===== src/rtl/spim_pkg.sv =====
package spim_pkg;

  typedef enum logic [3:0] {
    A_CTRL   = 4'd0,
    A_COUNT  = 4'd1,
    A_ENABLE = 4'd2,
    A_SELECT = 4'd3,
    A_DIV    = 4'd4,
    A_RXLVL  = 4'd5,
    A_TXLVL  = 4'd6,
    A_STATUS = 4'd7,
    A_DATA   = 4'd8
  } reg_addr_e;

  typedef struct packed {
    logic rx_only;
    logic wide;
    logic cpha;
    logic cpol;
  } ctrl_t;

  localparam int FRAME_W = 16;

endpackage


===== src/rtl/spim_fifo.sv =====
module spim_fifo #(
  parameter int DW    = 16,
  parameter int DEPTH = 32,
  localparam int AW   = (DEPTH > 1) ? $clog2(DEPTH) : 1,
  localparam int LW   = $clog2(DEPTH + 1)
) (
  input  logic          clk_i,
  input  logic          rst_ni,
  input  logic          clr_i,
  input  logic          push_i,
  input  logic [DW-1:0] wdata_i,
  input  logic          pop_i,
  output logic [DW-1:0] rdata_o,
  output logic          full_o,
  output logic          empty_o,
  output logic [LW-1:0] level_o
);

  logic [DW-1:0] mem_q [DEPTH];
  logic [AW-1:0] wptr_q, rptr_q;
  logic [LW-1:0] cnt_q;
  logic          do_push, do_pop;

  assign full_o  = (cnt_q == LW'(DEPTH));
  assign empty_o = (cnt_q == '0);
  assign level_o = cnt_q;
  assign rdata_o = mem_q[rptr_q];
  assign do_push = push_i && !full_o;
  assign do_pop  = pop_i && !empty_o;

  function automatic logic [AW-1:0] ptr_inc(input logic [AW-1:0] p);
    return (p == AW'(DEPTH - 1)) ? '0 : p + AW'(1);
  endfunction

  always_ff @(posedge clk_i or negedge rst_ni) begin
    if (!rst_ni) begin
      wptr_q <= '0;
      rptr_q <= '0;
      cnt_q  <= '0;
    end else if (clr_i) begin
      wptr_q <= '0;
      rptr_q <= '0;
      cnt_q  <= '0;
    end else begin
      if (do_push) wptr_q <= ptr_inc(wptr_q);
      if (do_pop)  rptr_q <= ptr_inc(rptr_q);
      if (do_push && !do_pop)      cnt_q <= cnt_q + LW'(1);
      else if (do_pop && !do_push) cnt_q <= cnt_q - LW'(1);
    end
  end

  always_ff @(posedge clk_i) begin
    if (do_push && !clr_i) mem_q[wptr_q] <= wdata_i;
  end

  assert_level_bound_R12: assert property (@(posedge clk_i) disable iff (!rst_ni)
    cnt_q <= LW'(DEPTH));

  // writers must gate their pushes with full
  assert_push_not_full_R7: assert property (@(posedge clk_i) disable iff (!rst_ni)
    push_i |-> !full_o);

endmodule


===== src/rtl/spim_engine.sv =====
module spim_engine #(
  parameter int DIV_W = 16,
  parameter int CNT_W = 16,
  localparam int HW   = DIV_W - 1
) (
  input  logic             clk_i,
  input  logic             rst_ni,
  input  logic             start_i,
  input  logic             stop_i,
  input  logic             cpol_i,
  input  logic             cpha_i,
  input  logic             wide_i,
  input  logic             rx_only_i,
  input  logic [HW-1:0]    half_i,
  input  logic [CNT_W-1:0] cnt_max_i,
  input  logic             tx_empty_i,
  input  logic [15:0]      tx_data_i,
  output logic             tx_pop_o,
  input  logic             rx_full_i,
  output logic             rx_push_o,
  output logic [15:0]      rx_data_o,
  input  logic             miso_i,
  output logic             sclk_o,
  output logic             mosi_o,
  output logic             busy_o
);

  typedef enum logic {S_IDLE, S_SHIFT} st_e;

  st_e             st_q;
  logic            busy_q, sclk_q, mosi_q;
  logic [HW-1:0]   hcnt_q;
  logic [4:0]      ecnt_q;
  logic [CNT_W-1:0] frm_q;
  logic [15:0]     tx_sh_q, rx_sh_q, ld, rx_next;
  logic            go, tick, last_e, odd, do_smp, do_drv;

  assign go       = (st_q == S_IDLE) && busy_q && !start_i && !stop_i && !rx_full_i
                    && (rx_only_i || !tx_empty_i);
  assign tx_pop_o = go && !rx_only_i;
  assign tick     = (st_q == S_SHIFT) && (hcnt_q == half_i - HW'(1));
  assign last_e   = (ecnt_q == (wide_i ? 5'd31 : 5'd15));
  assign odd      = !ecnt_q[0];
  assign do_smp   = tick && (odd ^ cpha_i);
  assign do_drv   = tick && (cpha_i ? odd : (!odd && !last_e));
  assign rx_next  = {rx_sh_q[14:0], miso_i};
  assign ld       = rx_only_i ? 16'h0 : (wide_i ? tx_data_i : {tx_data_i[7:0], 8'h00});

  assign rx_push_o = tick && last_e && !stop_i;
  always_comb begin
    logic [15:0] src;
    src = cpha_i ? rx_next : rx_sh_q;
    rx_data_o = wide_i ? src : {8'h00, src[7:0]};
  end

  assign sclk_o = sclk_q;
  assign mosi_o = mosi_q;
  assign busy_o = busy_q;

  always_ff @(posedge clk_i or negedge rst_ni) begin
    if (!rst_ni) begin
      st_q    <= S_IDLE;
      busy_q  <= 1'b0;
      sclk_q  <= 1'b0;
      mosi_q  <= 1'b0;
      hcnt_q  <= '0;
      ecnt_q  <= '0;
      frm_q   <= '0;
      tx_sh_q <= '0;
      rx_sh_q <= '0;
    end else if (stop_i) begin
      st_q   <= S_IDLE;
      busy_q <= 1'b0;
      sclk_q <= cpol_i;
      mosi_q <= 1'b0;
    end else if (start_i) begin
      st_q   <= S_IDLE;
      busy_q <= 1'b1;
      frm_q  <= '0;
      sclk_q <= cpol_i;
      mosi_q <= 1'b0;
    end else begin
      unique case (st_q)
        S_IDLE: begin
          sclk_q <= cpol_i;
          if (go) begin
            st_q    <= S_SHIFT;
            hcnt_q  <= '0;
            ecnt_q  <= '0;
            rx_sh_q <= '0;
            if (cpha_i) begin
              tx_sh_q <= ld;
              mosi_q  <= 1'b0;
            end else begin
              tx_sh_q <= {ld[14:0], 1'b0};
              mosi_q  <= ld[15];
            end
          end
        end
        S_SHIFT: begin
          if (tick) begin
            hcnt_q <= '0;
            sclk_q <= ~sclk_q;
            ecnt_q <= ecnt_q + 5'd1;
            if (do_drv) begin
              mosi_q  <= tx_sh_q[15];
              tx_sh_q <= {tx_sh_q[14:0], 1'b0};
            end
            if (do_smp) rx_sh_q <= rx_next;
            if (last_e) begin
              st_q  <= S_IDLE;
              frm_q <= frm_q + CNT_W'(1);
              if (frm_q == cnt_max_i) busy_q <= 1'b0;
            end
          end else begin
            hcnt_q <= hcnt_q + HW'(1);
          end
        end
        default: st_q <= S_IDLE;
      endcase
    end
  end

  assert_sclk_idle_R3: assert property (@(posedge clk_i) disable iff (!rst_ni)
    (st_q == S_IDLE && $stable(cpol_i) && !$past(stop_i) && !$past(start_i)
     && $past(st_q) == S_IDLE) |-> sclk_q == cpol_i);

  assert_tx_hold_R6: assert property (@(posedge clk_i) disable iff (!rst_ni)
    (st_q == S_IDLE && tx_empty_i && !rx_only_i) |=> st_q == S_IDLE);

  assert_rx_hold_R7: assert property (@(posedge clk_i) disable iff (!rst_ni)
    (st_q == S_IDLE && rx_full_i) |=> st_q == S_IDLE);

  assert_rxonly_mosi_R8: assert property (@(posedge clk_i) disable iff (!rst_ni)
    (rx_only_i && st_q == S_SHIFT && $past(st_q) == S_SHIFT) |-> !mosi_q);

  assert_busy_end_R4: assert property (@(posedge clk_i) disable iff (!rst_ni)
    ($fell(busy_q) && !$past(stop_i)) |-> ($past(frm_q) == $past(cnt_max_i) && st_q == S_IDLE));

endmodule


===== src/rtl/spi_master_ctl.sv =====
module spi_master_ctl
  import spim_pkg::*;
#(
  parameter int NUM_CS = 4,
  parameter int DEPTH  = 32,
  parameter int CNT_W  = 16,
  parameter int DIV_W  = 16,
  localparam int LW    = $clog2(DEPTH + 1)
) (
  input  logic              clk_i,
  input  logic              rst_ni,
  input  logic              reg_we_i,
  input  logic              reg_re_i,
  input  logic [3:0]        reg_addr_i,
  input  logic [31:0]       reg_wdata_i,
  output logic [31:0]       reg_rdata_o,
  output logic              sclk_o,
  output logic              mosi_o,
  input  logic              miso_i,
  output logic [NUM_CS-1:0] cs_no
);

  ctrl_t             ctrl_q;
  logic [CNT_W-1:0]  cnt_q;
  logic              en_q;
  logic [NUM_CS-1:0] sel_q, sel_new, wv_cs;
  logic [DIV_W-1:0]  div_q, div_new, wv;
  reg_addr_e         addr;

  logic        start, stop, busy;
  logic        tx_push, tx_pop, tx_full, tx_empty;
  logic        rx_push, rx_pop, rx_full, rx_empty;
  logic [15:0] tx_rdata, rx_wdata, rx_rdata;
  logic [LW-1:0] tx_lvl, rx_lvl;

  assign addr  = reg_addr_e'(reg_addr_i);
  assign start = reg_we_i && addr == A_ENABLE && reg_wdata_i[0] && !en_q;
  assign stop  = reg_we_i && addr == A_ENABLE && !reg_wdata_i[0];

  // divisor: round up to even, floor 2, clamp at top
  assign wv = reg_wdata_i[DIV_W-1:0];
  always_comb begin
    if (wv < DIV_W'(2))  div_new = DIV_W'(2);
    else if (wv[0])      div_new = (&wv) ? wv - DIV_W'(1) : wv + DIV_W'(1);
    else                 div_new = wv;
  end

  // keep lowest set bit only
  assign wv_cs   = reg_wdata_i[NUM_CS-1:0];
  assign sel_new = wv_cs & (~wv_cs + NUM_CS'(1));

  always_ff @(posedge clk_i or negedge rst_ni) begin
    if (!rst_ni) begin
      ctrl_q <= '0;
      cnt_q  <= '0;
      en_q   <= 1'b0;
      sel_q  <= '0;
      div_q  <= DIV_W'(2);
    end else if (reg_we_i) begin
      unique case (addr)
        A_CTRL:   if (!en_q) ctrl_q <= ctrl_t'(reg_wdata_i[3:0]);
        A_COUNT:  if (!en_q) cnt_q  <= reg_wdata_i[CNT_W-1:0];
        A_DIV:    if (!en_q) div_q  <= div_new;
        A_ENABLE: en_q  <= reg_wdata_i[0];
        A_SELECT: sel_q <= sel_new;
        default: ;
      endcase
    end
  end

  assign tx_push = reg_we_i && addr == A_DATA && !tx_full;
  assign rx_pop  = reg_re_i && addr == A_DATA;

  always_comb begin
    reg_rdata_o = '0;
    unique case (addr)
      A_CTRL:   reg_rdata_o = 32'(ctrl_q);
      A_COUNT:  reg_rdata_o = 32'(cnt_q);
      A_ENABLE: reg_rdata_o = 32'(en_q);
      A_SELECT: reg_rdata_o = 32'(sel_q);
      A_DIV:    reg_rdata_o = 32'(div_q);
      A_RXLVL:  reg_rdata_o = 32'(rx_lvl);
      A_TXLVL:  reg_rdata_o = 32'(tx_lvl);
      A_STATUS: reg_rdata_o = {29'h0, rx_empty, tx_full, busy};
      A_DATA:   reg_rdata_o = 32'(rx_rdata);
      default:  reg_rdata_o = '0;
    endcase
  end

  spim_fifo #(.DW(FRAME_W), .DEPTH(DEPTH)) u_txq (
    .clk_i, .rst_ni, .clr_i(stop),
    .push_i(tx_push), .wdata_i(reg_wdata_i[15:0]),
    .pop_i(tx_pop), .rdata_o(tx_rdata),
    .full_o(tx_full), .empty_o(tx_empty), .level_o(tx_lvl)
  );

  spim_fifo #(.DW(FRAME_W), .DEPTH(DEPTH)) u_rxq (
    .clk_i, .rst_ni, .clr_i(stop),
    .push_i(rx_push), .wdata_i(rx_wdata),
    .pop_i(rx_pop), .rdata_o(rx_rdata),
    .full_o(rx_full), .empty_o(rx_empty), .level_o(rx_lvl)
  );

  spim_engine #(.DIV_W(DIV_W), .CNT_W(CNT_W)) u_eng (
    .clk_i, .rst_ni,
    .start_i(start), .stop_i(stop),
    .cpol_i(ctrl_q.cpol), .cpha_i(ctrl_q.cpha),
    .wide_i(ctrl_q.wide), .rx_only_i(ctrl_q.rx_only),
    .half_i(div_q[DIV_W-1:1]), .cnt_max_i(cnt_q),
    .tx_empty_i(tx_empty), .tx_data_i(tx_rdata), .tx_pop_o(tx_pop),
    .rx_full_i(rx_full), .rx_push_o(rx_push), .rx_data_o(rx_wdata),
    .miso_i, .sclk_o, .mosi_o, .busy_o(busy)
  );

  for (genvar g = 0; g < NUM_CS; g++) begin : g_cs
    assign cs_no[g] = ~sel_q[g];
  end

  assert_div_legal_R2: assert property (@(posedge clk_i) disable iff (!rst_ni)
    (div_q[0] == 1'b0) && (div_q != '0));

  assert_cs_onehot_R11: assert property (@(posedge clk_i) disable iff (!rst_ni)
    $onehot0(~cs_no));

  assert_flush_R9: assert property (@(posedge clk_i) disable iff (!rst_ni)
    stop |=> (tx_lvl == '0 && rx_lvl == '0 && !busy));

  assert_cfg_hold_R10: assert property (@(posedge clk_i) disable iff (!rst_ni)
    (en_q && $past(en_q)) |-> ($stable(ctrl_q) && $stable(cnt_q) && $stable(div_q)));

endmodule


===== config.mk =====
export PLATFORM = sky130hd
export DESIGN_NAME = spi_master_ctl
export DESIGN_NICKNAME = d
export VERILOG_FILES = /design/src/rtl/spim_pkg.sv /design/src/rtl/spim_fifo.sv /design/src/rtl/spim_engine.sv /design/src/rtl/spi_master_ctl.sv
export SDC_FILE = /design/constraint.sdc
export NUM_CORES = 1
export LEC_CHECK = 0
export ABC_AREA = 1
export BUFFER_PORTS_ARGS = -buffer_cell sky130_fd_sc_hd__buf_2
export CAP_MARGIN = 5
export CORE_ASPECT_RATIO = 0.8
export CORE_MARGIN = 4
export CORE_UTILIZATION = 52
export CTS_CLUSTER_DIAMETER = 120
export DETAILED_ROUTE_END_ITERATION = 8
export PLACE_DENSITY = 0.68
export SYNTH_ARGS = -nofsm -noshare
export SYNTH_HDL_FRONTEND = slang
export SYNTH_SLANG_ARGS = --single-unit
export TNS_END_PERCENT = 100

===== constraint.sdc =====
create_clock -name clk_i -period 4.7 [get_ports clk_i]
set_clock_uncertainty 0.1 [all_clocks]
set_input_delay 0.94 -clock clk_i [delete_from_list [all_inputs] [get_ports clk_i]]
set_output_delay 0.94 -clock clk_i [all_outputs]
set_load 0.02 [all_outputs]

==> results.py <==
metrics = {
    "logic_synthesis": {
        "synthCells": 4135,
        "synthFlopType": "edfxtp_1",
        "synth_edf_count": 1024,
        "syn_area_sq_mm": 0.04943,
        "synth_area_per_cell_sq_um": 11.95,
        "ys_async_sr_fraction": 0.1233,
        "synth_cell_type_count": 61,
        "synth-seq-cells": 1168,
        "ys_seq_area_frac": 0.6950,
        "ys_warn_count": 0,
    },
    "placed_design": {
        "dp.cells": 5342,
        "port_buffers": 46,
        "hpwl_mm": 84.08,
        "gp_congestion": 0.9210,
    },
    "grt": {
        "grt_pass1_vias": 32030,
        "grt_pass1_wl_mm": 205.5,
        "grt_max_degree": 99,
        "grt_use_total": 0.2708,
        "antenna_found_initial": 4,
        "globalRouteOverflowTotal": 0,
    },
    "run": {
        "max-cap-violations": 0,
    },
    "route": {
        "first_pass_iters": 6,
        "vias": 34460,
        "drt_iter0_markers": 4505,
        "wl_mm": 138.6,
        "drc": 0,
        "ant_nets": 0,
        "viasPerCell": 6.211,
        "drt-wirelength-per-cell_microns": 24.98,
    },
    "setup_path": {
        "required_ps": 3660,
        "crit_chain": "inv_4 -> nand2_4 -> buf_12 -> o221ai_1 -> a21oi_1 -> o21ai_0 -> nand3_1 -> nand3_1 -> o211ai_1 -> buf_2",
        "crit_fanout": 48,
        "cp_num_buf_inv": 3,
        "crit_path_end_kind": "output port",
        "path_common_cell": "nand3_1",
        "arrival_ps": 3620,
        "cpPeakStageDelay_ps": 620,
        "critPathLaunchType": "register",
        "cp_top_family": "compound AO/OA/AOI/OAI gates",
        "worst_path_max_delay_cell": "dfrtp_4",
        "criticalPathCategory": "register to output port",
    },
    "clock_network": {
        "hold_buffers": 0,
        "cts_max_path_buffers": 3,
        "clk_latency_ps": 700,
        "cts_sinks": 1168,
        "post_cts_buffers": 0,
        "cts_max_level": 3,
        "cts-root-buf": "clkbuf_16",
        "cts_tree": "done",
        "clk_pin_slew_ps": 60,
        "numCtsBuffers": 111,
    },
    "timing": {
        "period_share": 0.9914,
        "fin_crit_ps": 4659,
        "setup_tns_ps": 0,
        "setup_viol": 0,
        "hold_viol_final": 0,
        "finalMaxSlewViolations": 0,
        "rsz0062_at_grt": "false",
        "worst_slew_pin_slew_ps": 1309,
        "fmax_mhz": 214.6,
        "max-slew-margin-rel": 0.1273,
    },
    "cells_and_area": {
        "syn2layout_area_growth_pct": 12.62,
        "multiInputGateArea_sq_mm": 0.01335,
        "fin_cells": 5548,
        "drive_gt1_frac": 0.1097,
        "seqCellArea_sq_mm": 0.03437,
        "nets": 4314,
        "fillers": 7413,
    },
    "die": {
        "die_y_microns": 283.8,
        "core.rowCount": 100,
        "fp.dieW_microns": 352.7,
        "initial_core_util": 0.5274,
        "io_pins": 79,
        "core_area_sq_mm": 0.09371,
        "die_area_sq_mm": 0.1001,
    },
    "power": {
        "irDropWorstVdd_mv": 0.5206,
        "powerDensity_mw_per_mm2": 529.8,
        "leakage_uw": 0.01955,
    },
    "min_path": {
        "holdCritPathClass": "input pin to asynchronous set/reset pin",
    },
    "outcome": {
        "status": "completed",
    },
}
[cells in the final DEF (no fill, tap or decap), types with 8 or more instances in the layout]
cell          n
xnor2_1      15
o21ai_1      12
buf_2        45
inv_1       197
xor2_1       40
nand4_1      31
o21ai_0     458
o22ai_1      75
nor2_2       12
clkbuf_1     16
a21oi_1     287
ha_1         40
nor3_1       28
conb_1       16
dfrtp_1     136
nor2_1      441
buf_12       13
nor4_1       14
bufinv_16    19
o211ai_1     29
nand3_1     264
edfxtp_1   1024
clkinv_1     25
a21oi_2       9
clkbuf_16   111
nand2_1     452
buf_4       170
o21a_1        8
clkinv_2     24
o221ai_1    206
[kinds of logic after synthesis]
family | share of synthesized area
AOI/OAI and AO/OA | 0.1368
xor gates and xnor gates | 0.009746
adders and majority gates | 0.01094
buffers and inverters | 0.03800
and+or+nand+nor | 0.1092
DFF | 0.6950
muxes | 0.0002278
other | 0.00007587
[sequential cells by signal, indices dropped and copies added (netlist names)]
name,count
cnt_q,16
u_eng.ecnt_q,5
u_txq.wptr_q,5
u_rxq.level_o,6
u_eng.busy_o,1
div_q,15
u_eng.tx_sh_q,16
u_eng.sclk_o,1
u_rxq.rptr_q,5
u_eng.rx_sh_q,16
u_txq.rptr_q,5
u_eng.st_q,1
u_rxq.mem_q,512
u_rxq.wptr_q,5
u_txq.level_o,6
u_eng.hcnt_q,15
en_q,1
u_eng.mosi_o,1
u_txq.mem_q,512
u_eng.frm_q,16
ctrl_q,4
sel_q,4
[layout make-up]
type	count	area share
diodes	2	0.00008991
clock buffers	128	0.05122
clock inverters	76	0.01751
inverters	209	0.01436
multi-input cells	2511	0.2398
flip-flops and latches	1168	0.6175
well taps	1224	0.02751
repair buffers	230	0.03205
[metrics by stage]
step | setup WS (ps) | hold slack, ps | area [sq um] | power [uW] | util
3_5_place_dp | 204.4 | 368.7 | 51820 | 20100 | 0.5530
4_1_cts | 22.92 | 206.2 | 55650 | 29370 | 0.5938
5_1_grt | 1.018 | 240.9 | 55660 | 30730 | 0.5939
2_1_floorplan | 1010 | 346.0 | 49480 | 17100 | -
6_report | 40.51 | 176.0 | 55670 | 29490 | 0.5940
3_3_place_gp | 212.0 | 363.3 | 51820 | 19970 | 0.5530
[cell usage after synthesis (all sizes together) (3+ instances only)]
master,count,share of area
nor3,31,0.0036
o21a,8,0.0012
edfxtp,1024,0.62
o22ai,75,0.0095
xor2,40,0.0071
o221ai,206,0.037
o211ai,29,0.0044
nand3,266,0.027
ha,40,0.010
or2,5,0.00063
inv,205,0.016
clkinv,4,0.00033
nand4,33,0.0046
a31oi,5,0.00094
nand2,461,0.035
nor4,14,0.0018
a22oi,3,0.00046
a221oi,3,0.00053
o31ai,9,0.0018
dfrtp,143,0.072
buf,57,0.0065
a21oi,298,0.031
o21ai,478,0.048
nor2,456,0.036
clkbuf,205,0.016
xnor2,15,0.0027
a211oi,3,0.00046
[timing repair]
| action | 4_1_cts | 5_1_grt |
|---|---|---|
| setup endpoints to repair | 1 | 8 |
| endpoints found under the hold margin | 0 | 0 |
| gates resized for setup | 1 | 11 |
[routing by layer]
metal	vias up	wire (microns)	track usage
li1	15450	-	-
met1	16980	60060	0.4169
met2	1811	58400	0.3822
met3	220	16650	0.07332
met4	0	3469	0.06898
met5	-	0	0
[power by group]
part	total [uW]	internal, uW	leakage [uW]	switching, uW
clock network	9370	5420	0.00187	3950
registers	12400	11900	0.0111	507
logic	7710	2160	0.00654	5550
total	29500	19500	0.0196	10000
[path summary, 6_finish.rpt]
kind	startpoint	endpoint	slack, ps	cells past startpoint
max	u_rxq.rptr_q[0]	reg_rdata_o[12]	40	10
min	rst_ni	div_q[9]	180	1
max reg2reg	div_q[1]	u_rxq.level_o[5]	440	26
min reg2reg	u_eng.tx_sh_q[12]	u_eng.tx_sh_q[12]	380	2
max in group asynchronous	rst_ni	div_q[1]	3390	2
min in group clk_i	u_eng.tx_sh_q[12]	u_eng.tx_sh_q[12]	380	2
No activity file was read; power rests on OpenSTA's default activity.
